$ cat config.mk
export PLATFORM = sky130hd
export DESIGN_NAME = cla2_adder
export DESIGN_NICKNAME = d
export VERILOG_FILES = /design/src/rtl/cla_pkg.sv /design/src/rtl/cla_bit_pg.sv /design/src/rtl/cla_la_unit.sv /design/src/rtl/cla2_adder.sv
export SDC_FILE = /design/constraint.sdc
export NUM_CORES = 1
export LEC_CHECK = 0
export ABC_AREA = 1
export BUFFER_PORTS_ARGS = -buffer_cell sky130_fd_sc_hd__buf_2
export CAP_MARGIN = 10
export CORE_MARGIN = 2
export CORE_UTILIZATION = 51
export DETAILED_ROUTE_END_ITERATION = 10
export PLACE_DENSITY = 0.88
export SLEW_MARGIN = 0
export SYNTH_ARGS = -nofsm -noshare
export SYNTH_HDL_FRONTEND = slang
export SYNTH_SLANG_ARGS = --single-unit
$ cat constraint.sdc
create_clock -name vclk -period 2.85
set_input_delay 0.1425 -clock vclk [all_inputs]
set_output_delay 0.1425 -clock vclk [all_outputs]
set_load 0.005 [all_outputs]
$ cat src/rtl/cla_pkg.sv
package cla_pkg;

    // Largest number of inputs any lookahead gate may have; it also fixes
    // the group width and the number of groups under one second-level unit.
    localparam int unsigned LA_FANIN = 4;

    // Generate / propagate pair for one bit or one group of bits.
    typedef struct packed {
        logic gen;
        logic prop;
    } pg_t;

endpackage

$ cat src/rtl/cla_bit_pg.sv
module cla_bit_pg
    import cla_pkg::*;
#(
    parameter int unsigned W = 16
) (
    input  logic [W-1:0] a_i,
    input  logic [W-1:0] b_i,
    output pg_t  [W-1:0] pg_o
);

    // One generate / propagate cell per bit position.
    for (genvar k = 0; k < W; k++) begin : g_bit
        pg_t cell_d;
        always_comb begin
            cell_d.gen  = a_i[k] & b_i[k];
            cell_d.prop = a_i[k] ^ b_i[k];
        end
        assign pg_o[k] = cell_d;
    end

endmodule

$ cat src/rtl/cla_la_unit.sv
module cla_la_unit
    import cla_pkg::*;
(
    input  pg_t  [3:0] pg_i,
    input  logic       cin_i,
    output logic [3:0] carry_o,   // carry into each of the four positions
    output pg_t        blk_o      // combined pair over the four positions
);

    // The block pair does not depend on the carry, so it is kept in its own
    // process; then a parent can feed carry_o back from blk_o without a loop.
    pg_t blk_d;
    always_comb begin
        blk_d.gen  = pg_i[3].gen
                   | (pg_i[3].prop & pg_i[2].gen)
                   | (pg_i[3].prop & pg_i[2].prop & pg_i[1].gen)
                   | (pg_i[3].prop & pg_i[2].prop & pg_i[1].prop & pg_i[0].gen);
        blk_d.prop = pg_i[3].prop & pg_i[2].prop & pg_i[1].prop & pg_i[0].prop;
    end
    assign blk_o = blk_d;

    // Carries into positions 1..3, each a sum of products of at most four
    // literals, all derived straight from cin_i.
    logic [3:0] carry_d;
    always_comb begin
        carry_d[0] = cin_i;
        carry_d[1] = pg_i[0].gen
                   | (pg_i[0].prop & cin_i);
        carry_d[2] = pg_i[1].gen
                   | (pg_i[1].prop & pg_i[0].gen)
                   | (pg_i[1].prop & pg_i[0].prop & cin_i);
        carry_d[3] = pg_i[2].gen
                   | (pg_i[2].prop & pg_i[1].gen)
                   | (pg_i[2].prop & pg_i[1].prop & pg_i[0].gen)
                   | (pg_i[2].prop & pg_i[1].prop & pg_i[0].prop & cin_i);
    end
    assign carry_o = carry_d;

endmodule

$ cat src/rtl/cla2_adder.sv
module cla2_adder
    import cla_pkg::*;
#(
    parameter int unsigned GRP_W = 4,
    parameter int unsigned N_GRP = 4
) (
    input  logic [GRP_W*N_GRP-1:0] opa_i,
    input  logic [GRP_W*N_GRP-1:0] opb_i,
    input  logic                   cin_i,
    output logic [GRP_W*N_GRP-1:0] sum_o,
    output logic                   cout_o,
    output logic                   grp_gen_o,
    output logic                   grp_prop_o
);

    localparam int unsigned WIDTH = GRP_W * N_GRP;

    // The lookahead units are built for the fan-in limit; other shapes are refused.
    if (GRP_W != LA_FANIN || N_GRP != LA_FANIN) begin : g_bad_shape
        $error("cla2_adder: GRP_W and N_GRP must both equal the lookahead fan-in");
    end

    pg_t  [WIDTH-1:0] bit_pg;
    pg_t  [N_GRP-1:0] grp_pg;
    pg_t              all_pg;
    logic [N_GRP-1:0] grp_cin;   // carry entering each group
    logic [WIDTH-1:0] bit_cin;   // carry entering each bit

    cla_bit_pg #(.W(WIDTH)) u_bit_pg (
        .a_i  (opa_i),
        .b_i  (opb_i),
        .pg_o (bit_pg)
    );

    // First level: one lookahead unit per group.
    for (genvar gi = 0; gi < N_GRP; gi++) begin : g_grp
        cla_la_unit u_grp (
            .pg_i    (bit_pg[gi*GRP_W +: GRP_W]),
            .cin_i   (grp_cin[gi]),
            .carry_o (bit_cin[gi*GRP_W +: GRP_W]),
            .blk_o   (grp_pg[gi])
        );
    end

    // Second level: same unit, fed by the group pairs.
    cla_la_unit u_top (
        .pg_i    (grp_pg),
        .cin_i   (cin_i),
        .carry_o (grp_cin),
        .blk_o   (all_pg)
    );

    typedef struct packed {
        logic [WIDTH-1:0] sum;
        logic             cout;
    } res_t;

    res_t res_d;
    always_comb begin
        for (int k = 0; k < WIDTH; k++) begin
            res_d.sum[k] = bit_pg[k].prop ^ bit_cin[k];
        end
        // Final carry from the overall pair keeps fan-in within the limit.
        res_d.cout = all_pg.gen | (all_pg.prop & cin_i);
    end

    assign sum_o      = res_d.sum;
    assign cout_o     = res_d.cout;
    assign grp_gen_o  = all_pg.gen;
    assign grp_prop_o = all_pg.prop;

endmodule

# == Yosys cells after proc, flatten, opt, wreduce, memory -nomap -nowiden ==
# Cells that the tools add are included.
# Widths: inputs -> output; s select.
# totals
reg_bits,0
input_bits,33
out_inout_bits,19
elab_cells,170
# classes
bitwise,170
# ops
op,n
$and 1x1->1,92
$or 1x1->1,46
$xor 1x1->1,32

# == Longest topological paths before layout ==
# Gate-level depths: netlist of run 1.
# depth
word_depth,12
depth_mapped,11
mapped_depth_nobuf,11

# == Modules after synthesis ==
# A second synthesis of run 1 with hierarchy kept.
# hier_totals
cells_unflattened,209
hier_area_um2,974.7
# by_module_without_submodules
module,n_inst,cells_per_inst,area_per_inst_um2,seq_area_each_um2
cla_la_unit,5,22,92.6,0.0
cla2_adder,1,83,311.5,0.0
cla_bit_pg,1,16,200.2,0.0

# == Worst setup path before layout of run 1 ==
# No wires, ideal clock.
# synth_timing
path_type,input port to output port
start,input opa_i[2]
end,output sum_o[13]
t_arrival_ns,1.530
t_required_ns,2.707
path_slack_ns,1.177
cell_stages,10
path_buffers,0
path_cell_list,ha_1 > nand2_2 > nor2_4 > nand2_2 > nand2_4 > nand2_4 > nand2_4 > nand2_1 > fa_1 > xnor2_1
# synth_via
elab_chain_cells,11
word_cells_on_any_way,19
cone_classes,bitwise (19)
# synth_lines
element,line_no,rtl
"start, declared",cla2_adder.sv:7,"input logic [GRP_W*N_GRP-1:0] opa_i,"
$and 1x1->1 / $xor 1x1->1 (equally long branches),"cla_bit_pg.sv:15, cla_bit_pg.sv:16",
"$and 1x1->1, on equally long branches",--,
$or 1x1->1 (tied with other cells),cla_la_unit.sv:15,| (pg_i[3].prop & pg_i[2].gen)
$or 1x1->1 / $and 1x1->1 (equally long branches),"cla_la_unit.sv:16, cla_la_unit.sv:17",
$or 1x1->1,cla_la_unit.sv:17,| (pg_i[3].prop & pg_i[2].prop & pg_i[1].prop & pg_i[0].gen);
$and 1x1->1,cla_la_unit.sv:34,| (pg_i[2].prop & pg_i[1].prop & pg_i[0].gen)
$or 1x1->1,cla_la_unit.sv:34,
$or 1x1->1 (*),cla_la_unit.sv:35,| (pg_i[2].prop & pg_i[1].prop & pg_i[0].prop & cin_i);
$and 1x1->1 (*),cla_la_unit.sv:28,| (pg_i[0].prop & cin_i);
$or 1x1->1 (*),cla_la_unit.sv:28,
$xor 1x1->1 (*),cla2_adder.sv:61,res_d.sum[k] = bit_pg[k].prop ^ bit_cin[k];
"end, declared",cla2_adder.sv:10,"output logic [GRP_W*N_GRP-1:0] sum_o,"
# Mark *: on every way between the ends. The rest lies on a longest branch, timed or not.

# == Worst setup path in the final report of run 1 ==
# Ends and elaborated chain as after synthesis.

==> results.json, run 1 <==
{
  "hold_path_class": "primary input to primary output",
  "first_global_vias": 896,
  "cp.arrival_ns": 1.82,
  "place_area_mm2": 0.00123,
  "min_to": "cout_o",
  "ys_warn_count": 0,
  "path_buf_inv": 2,
  "drive_above_1_share_pct": 40.1,
  "num_io_pins": 52,
  "cp_top_family": "adder cells",
  "dieArea_mm2": 0.00219,
  "syn_nets": 198,
  "grt_usage_pct": 18.8,
  "vias": 1032,
  "drc": 0,
  "hold_violations": 0,
  "critPathLaunchType": "primary input",
  "die_w_um": 46.8,
  "clkbuf_count": 0,
  "grt_max_degree": 7,
  "criticalPathCategory": "primary input to primary output",
  "synthToLayoutAreaGrowth_pct": 31.1,
  "worst_path_most_repeated_cell": "nand2_4",
  "ff_latch_area_um2": 0,
  "post-route-period-util_pct": 68.9,
  "ant_nets": 0,
  "viasPerCell": 4.65,
  "routedWlPerCell_um": 9.14,
  "antennaDiodeCount": 0,
  "fmax_mhz": 509,
  "dpl.hpwl_mm": 1.92,
  "portBuffers": 52,
  "syn_area_um2": 936,
  "rsz0062_at_grt": "false",
  "firstDrtPassIters": 4,
  "drt_iter0_drc": 5,
  "cts_resized": 0,
  "hp-start": "cin_i",
  "yosysUniqueCellTypes": 21,
  "grt_pass1_wl_mm": 3.23,
  "fin_crit_ns": 1.96,
  "cp_slowest_cell": "fa_1",
  "path_cells": "buf_2, ha_1, nand2_2, nor2_1, nor2_2, nand2_4, nand2_4, nand2_4, nand2_1, fa_1, xnor2_1, buf_2",
  "status": "finished, final reports clean",
  "hold_depth": 4,
  "final_area_mm2": 0.00123,
  "max-slew-margin-rel_pct": 79.8,
  "worst_setup_path_end_kind": "primary output",
  "cp.required_ns": 2.71,
  "postCtsSetupRepairBufs": 0,
  "multi_input_area_um2": 808,
  "critical-path-max-stage-delay_ns": 0.38,
  "std_cell_rows": 15,
  "worst_slew_pin_slew_ns": 0.304,
  "finalSetupViolCount": 0,
  "start_util_pct": 54.2,
  "fill_cells": 159,
  "grt-ovfl-total": 0,
  "cap_violations": 0,
  "yosysSeqAreaShare_pct": 0,
  "die_h_um": 46.8,
  "ir_drop_uv": 113,
  "powerDensity_mw_per_mm2": 218,
  "grt_antenna_before_repair": 0,
  "syn_inst": 145,
  "final_util_pct": 71.1,
  "nets": 252,
  "core_mm2": 0.00173,
  "cts.hold.buffers_added": 0,
  "path_max_fanout": 3,
  "drv_slew": 0,
  "tns_ns": 0,
  "seq_cell_count": 0,
  "syn_area_per_cell_um2": 6.45,
  "drt-total-wl_mm": 2.03,
  "leakage_nw": 0.785,
  "gp_congestion": 0.770
}
layout by cell type (no fill, tap or decap), drive strengths merged:
cell    synthesis  final
buf             0     52
nand2          52     52
inv            34     34
ha             16     16
nand3          12     12
nor2            8      8
a21oi           5      5
xnor2           4      4
fa              4      4
xor2            3      3
and3            2      2
a221oi          1      1
a211oi          1      1
nor3            1      1
o211ai          1      1
nand4           1      1
kinds of logic after synthesis:
group,share of synthesized area [%]
compound gates,5.21
xor+xnor,6.55
fa+ha+maj,29.9
buf+inv,13.6
simple gates,44.7
Yosys cell counts (all sizes together):
cell	instances	area (µm²)
xnor2	4	35.0
nand4	1	6.26
nor3	1	16.3
nor2	8	55.1
a221oi	1	8.76
and3	2	12.5
inv	34	128
a211oi	1	7.51
nand3	12	85.1
a21oi	5	25.0
o211ai	1	7.51
xor2	3	26.3
fa	4	80.1
nand2	52	243
ha	16	200
worst max path at each step:
stage	from	to	slack, ns	cells after the start
after CTS	opa_i[2]	sum_o[13]	0.88	12
after global placement	opa_i[3]	sum_o[13]	0.95	12
after detailed placement	opa_i[2]	sum_o[13]	0.88	12
after global routing	opa_i[9]	sum_o[13]	0.74	12
after floorplan	opa_i[2]	sum_o[13]	1.18	10
final	opa_i[2]	sum_o[13]	0.89	12
layout make-up:
class	count	area share [%]
inverters	34	10.4
repair buffers	52	21.2
well taps	25	2.55
multi-input cells	111	65.9
metrics by stage:
stage,hold slack [ns],power (mW),setup WS (ns),instances
after global routing,0.648,0.302,0.736,222
after CTS,0.613,0.271,0.877,222
after global placement,0.612,0.259,0.950,222
final,0.608,0.268,0.887,222
after floorplan,0.381,0.175,1.18,145
after detailed placement,0.613,0.270,0.877,222
report_power, final:
| group | switching (mW) | leakage [nW] | internal, mW |
|---|---|---|---|
| clock network | 0 | 0 | 0 |
| logic | 0.145 | 0.785 | 0.123 |
| registers | 0 | 0 | 0 |
| total | 0.145 | 0.785 | 0.123 |
per-layer routing:
metal,vias up,routed length (µm),global-route usage [%]
met1,453,826,20.4
li1,553,-,-
met2,26,1130,41.4
met4,0,0,0
met3,0,76,0.385
met5,-,0,0
Note: power is estimated with default switching activity, not from simulation.
==> run 2, diff against run 1 <==
Settings changed: CORE_UTILIZATION 51 to 48, PLACE_DENSITY 0.88 to 0.84.
Clock period 2.85 ns to 2 ns, I/O delays scaled along.
==> results.json, run 2 (same netlist as run 1, synthesis figures left out) <==
{
  "status": "finished, final reports clean",
  "cap_violations": 0,
  "vias": 1031,
  "std_cell_rows": 15,
  "cts.hold.buffers_added": 0,
  "leakage_nw": 0.783,
  "final_util_pct": 69.7,
  "post-route-period-util_pct": 93.8,
  "place_inst": 222,
  "fin_crit_ns": 1.88,
  "clkbuf_count": 0,
  "worst_path_most_repeated_cell": "nand2_4",
  "routedWlPerCell_um": 9.85,
  "ff_latch_area_um2": 0,
  "path_cells": "buf_2, ha_1, inv_2, nor2_4, nand2_2, nand2_4, nand2_4, nand2_4, nand2_1, fa_1, xnor2_1, buf_2",
  "dieArea_mm2": 0.00232,
  "nets": 252,
  "fill_cells": 166,
  "worst_setup_path_end_kind": "primary output",
  "drc": 0,
  "cp.required_ns": 1.90,
  "max-slew-margin-rel_pct": 75.4,
  "grt_max_degree": 7,
  "grt_usage_pct": 19.7,
  "final_common_cell": "buf_2",
  "synthToLayoutAreaGrowth_pct": 32.8,
  "finalSetupViolCount": 0,
  "viasPerCell": 4.64,
  "grt_antenna_before_repair": 0,
  "die_h_um": 48.2,
  "gp_congestion": 0.769,
  "grt-ovfl-total": 0,
  "ir_drop_uv": 162,
  "die_w_um": 48.2,
  "seq_cell_count": 0,
  "criticalPathCategory": "primary input to primary output",
  "path_max_fanout": 3,
  "rsz0062_at_grt": "false",
  "layout_common_cells": "buf_2 (52), nand2_1 (41), inv_1 (30)",
  "fmax_mhz": 533,
  "drv_slew": 0,
  "stdcell_count": 222,
  "drt_iter0_drc": 3,
  "dpl.hpwl_mm": 2.05,
  "drive_above_1_share_pct": 41.1,
  "firstDrtPassIters": 4,
  "postCtsSetupRepairBufs": 0,
  "critical-path-max-stage-delay_ns": 0.38,
  "num_io_pins": 52,
  "critPathLaunchType": "primary input",
  "cp.arrival_ns": 1.78,
  "drt-total-wl_mm": 2.19,
  "grt_pass1_wl_mm": 3.49,
  "tns_ns": 0,
  "powerDensity_mw_per_mm2": 312,
  "portBuffers": 52,
  "antennaDiodeCount": 0,
  "start_util_pct": 52.5,
  "hold_violations": 0,
  "core_mm2": 0.00178,
  "ant_nets": 0,
  "cp_slowest_cell": "fa_1",
  "first_global_vias": 979,
  "worst_slew_pin_slew_ns": 0.370,
  "hold_path_class": "primary input to primary output"
}
[run 2: what timing repair did]
item | 4_1_cts | 5_1_grt
setup endpoints to repair | 0 | 3
resized for setup | 0 | 2
endpoints found under the hold margin | 0 | 0
[run 2: final cells by class]
cell class / instances / area [µm²] / share of cell area, %
timing repair buffer: 52 / 260 / 20.9
multi-input combinational: 111 / 823 / 66.3
tap: 25 / 31.3 / 2.52
inverter: 34 / 128 / 10.3
[run 2: final timing paths]
path / to / slack (ns) / cells after the start / startpoint
worst max-delay path: sum_o[13] / 0.12 / 12 / opa_i[1]
worst min-delay path: cout_o / 0.52 / 4 / cin_i
[run 2: per-layer routing]
metal	part of all wire (%)	up-vias	global-route usage (%)
met4	0	0	0
met5	0	-	0
met1	42	449	23.0
met3	3.3	0	0
li1	-	556	-
met2	55	26	41.6
[run 2: power breakdown]
| part | switching, mW | internal, mW |
|---|---|---|
| Combinational | 0.210 | 0.178 |
| Clock | 0 | 0 |
| Sequential | 0 | 0 |
[run 2: metrics by stage]
step                      cell area (µm²)  power (mW)  hold slack [ns]  worst slack (ns)
after floorplan                       936       0.249            0.296             0.412
after global placement               1230       0.372            0.527             0.180
after detailed placement             1230       0.386            0.530             0.120
after CTS                            1230       0.388            0.531             0.120
after global routing                 1240       0.446            0.560           0.00530
final                                1240       0.388            0.524             0.123
[run 2: worst max-delay path, delay by kind of cell]
family / cells / cell delay (ns)
xor gates and xnor gates: 1 / 0.15
adders and majority gates: 2 / 0.72
buffers and inverters: 3 / 0.29
and+or+nand+nor: 6 / 0.52
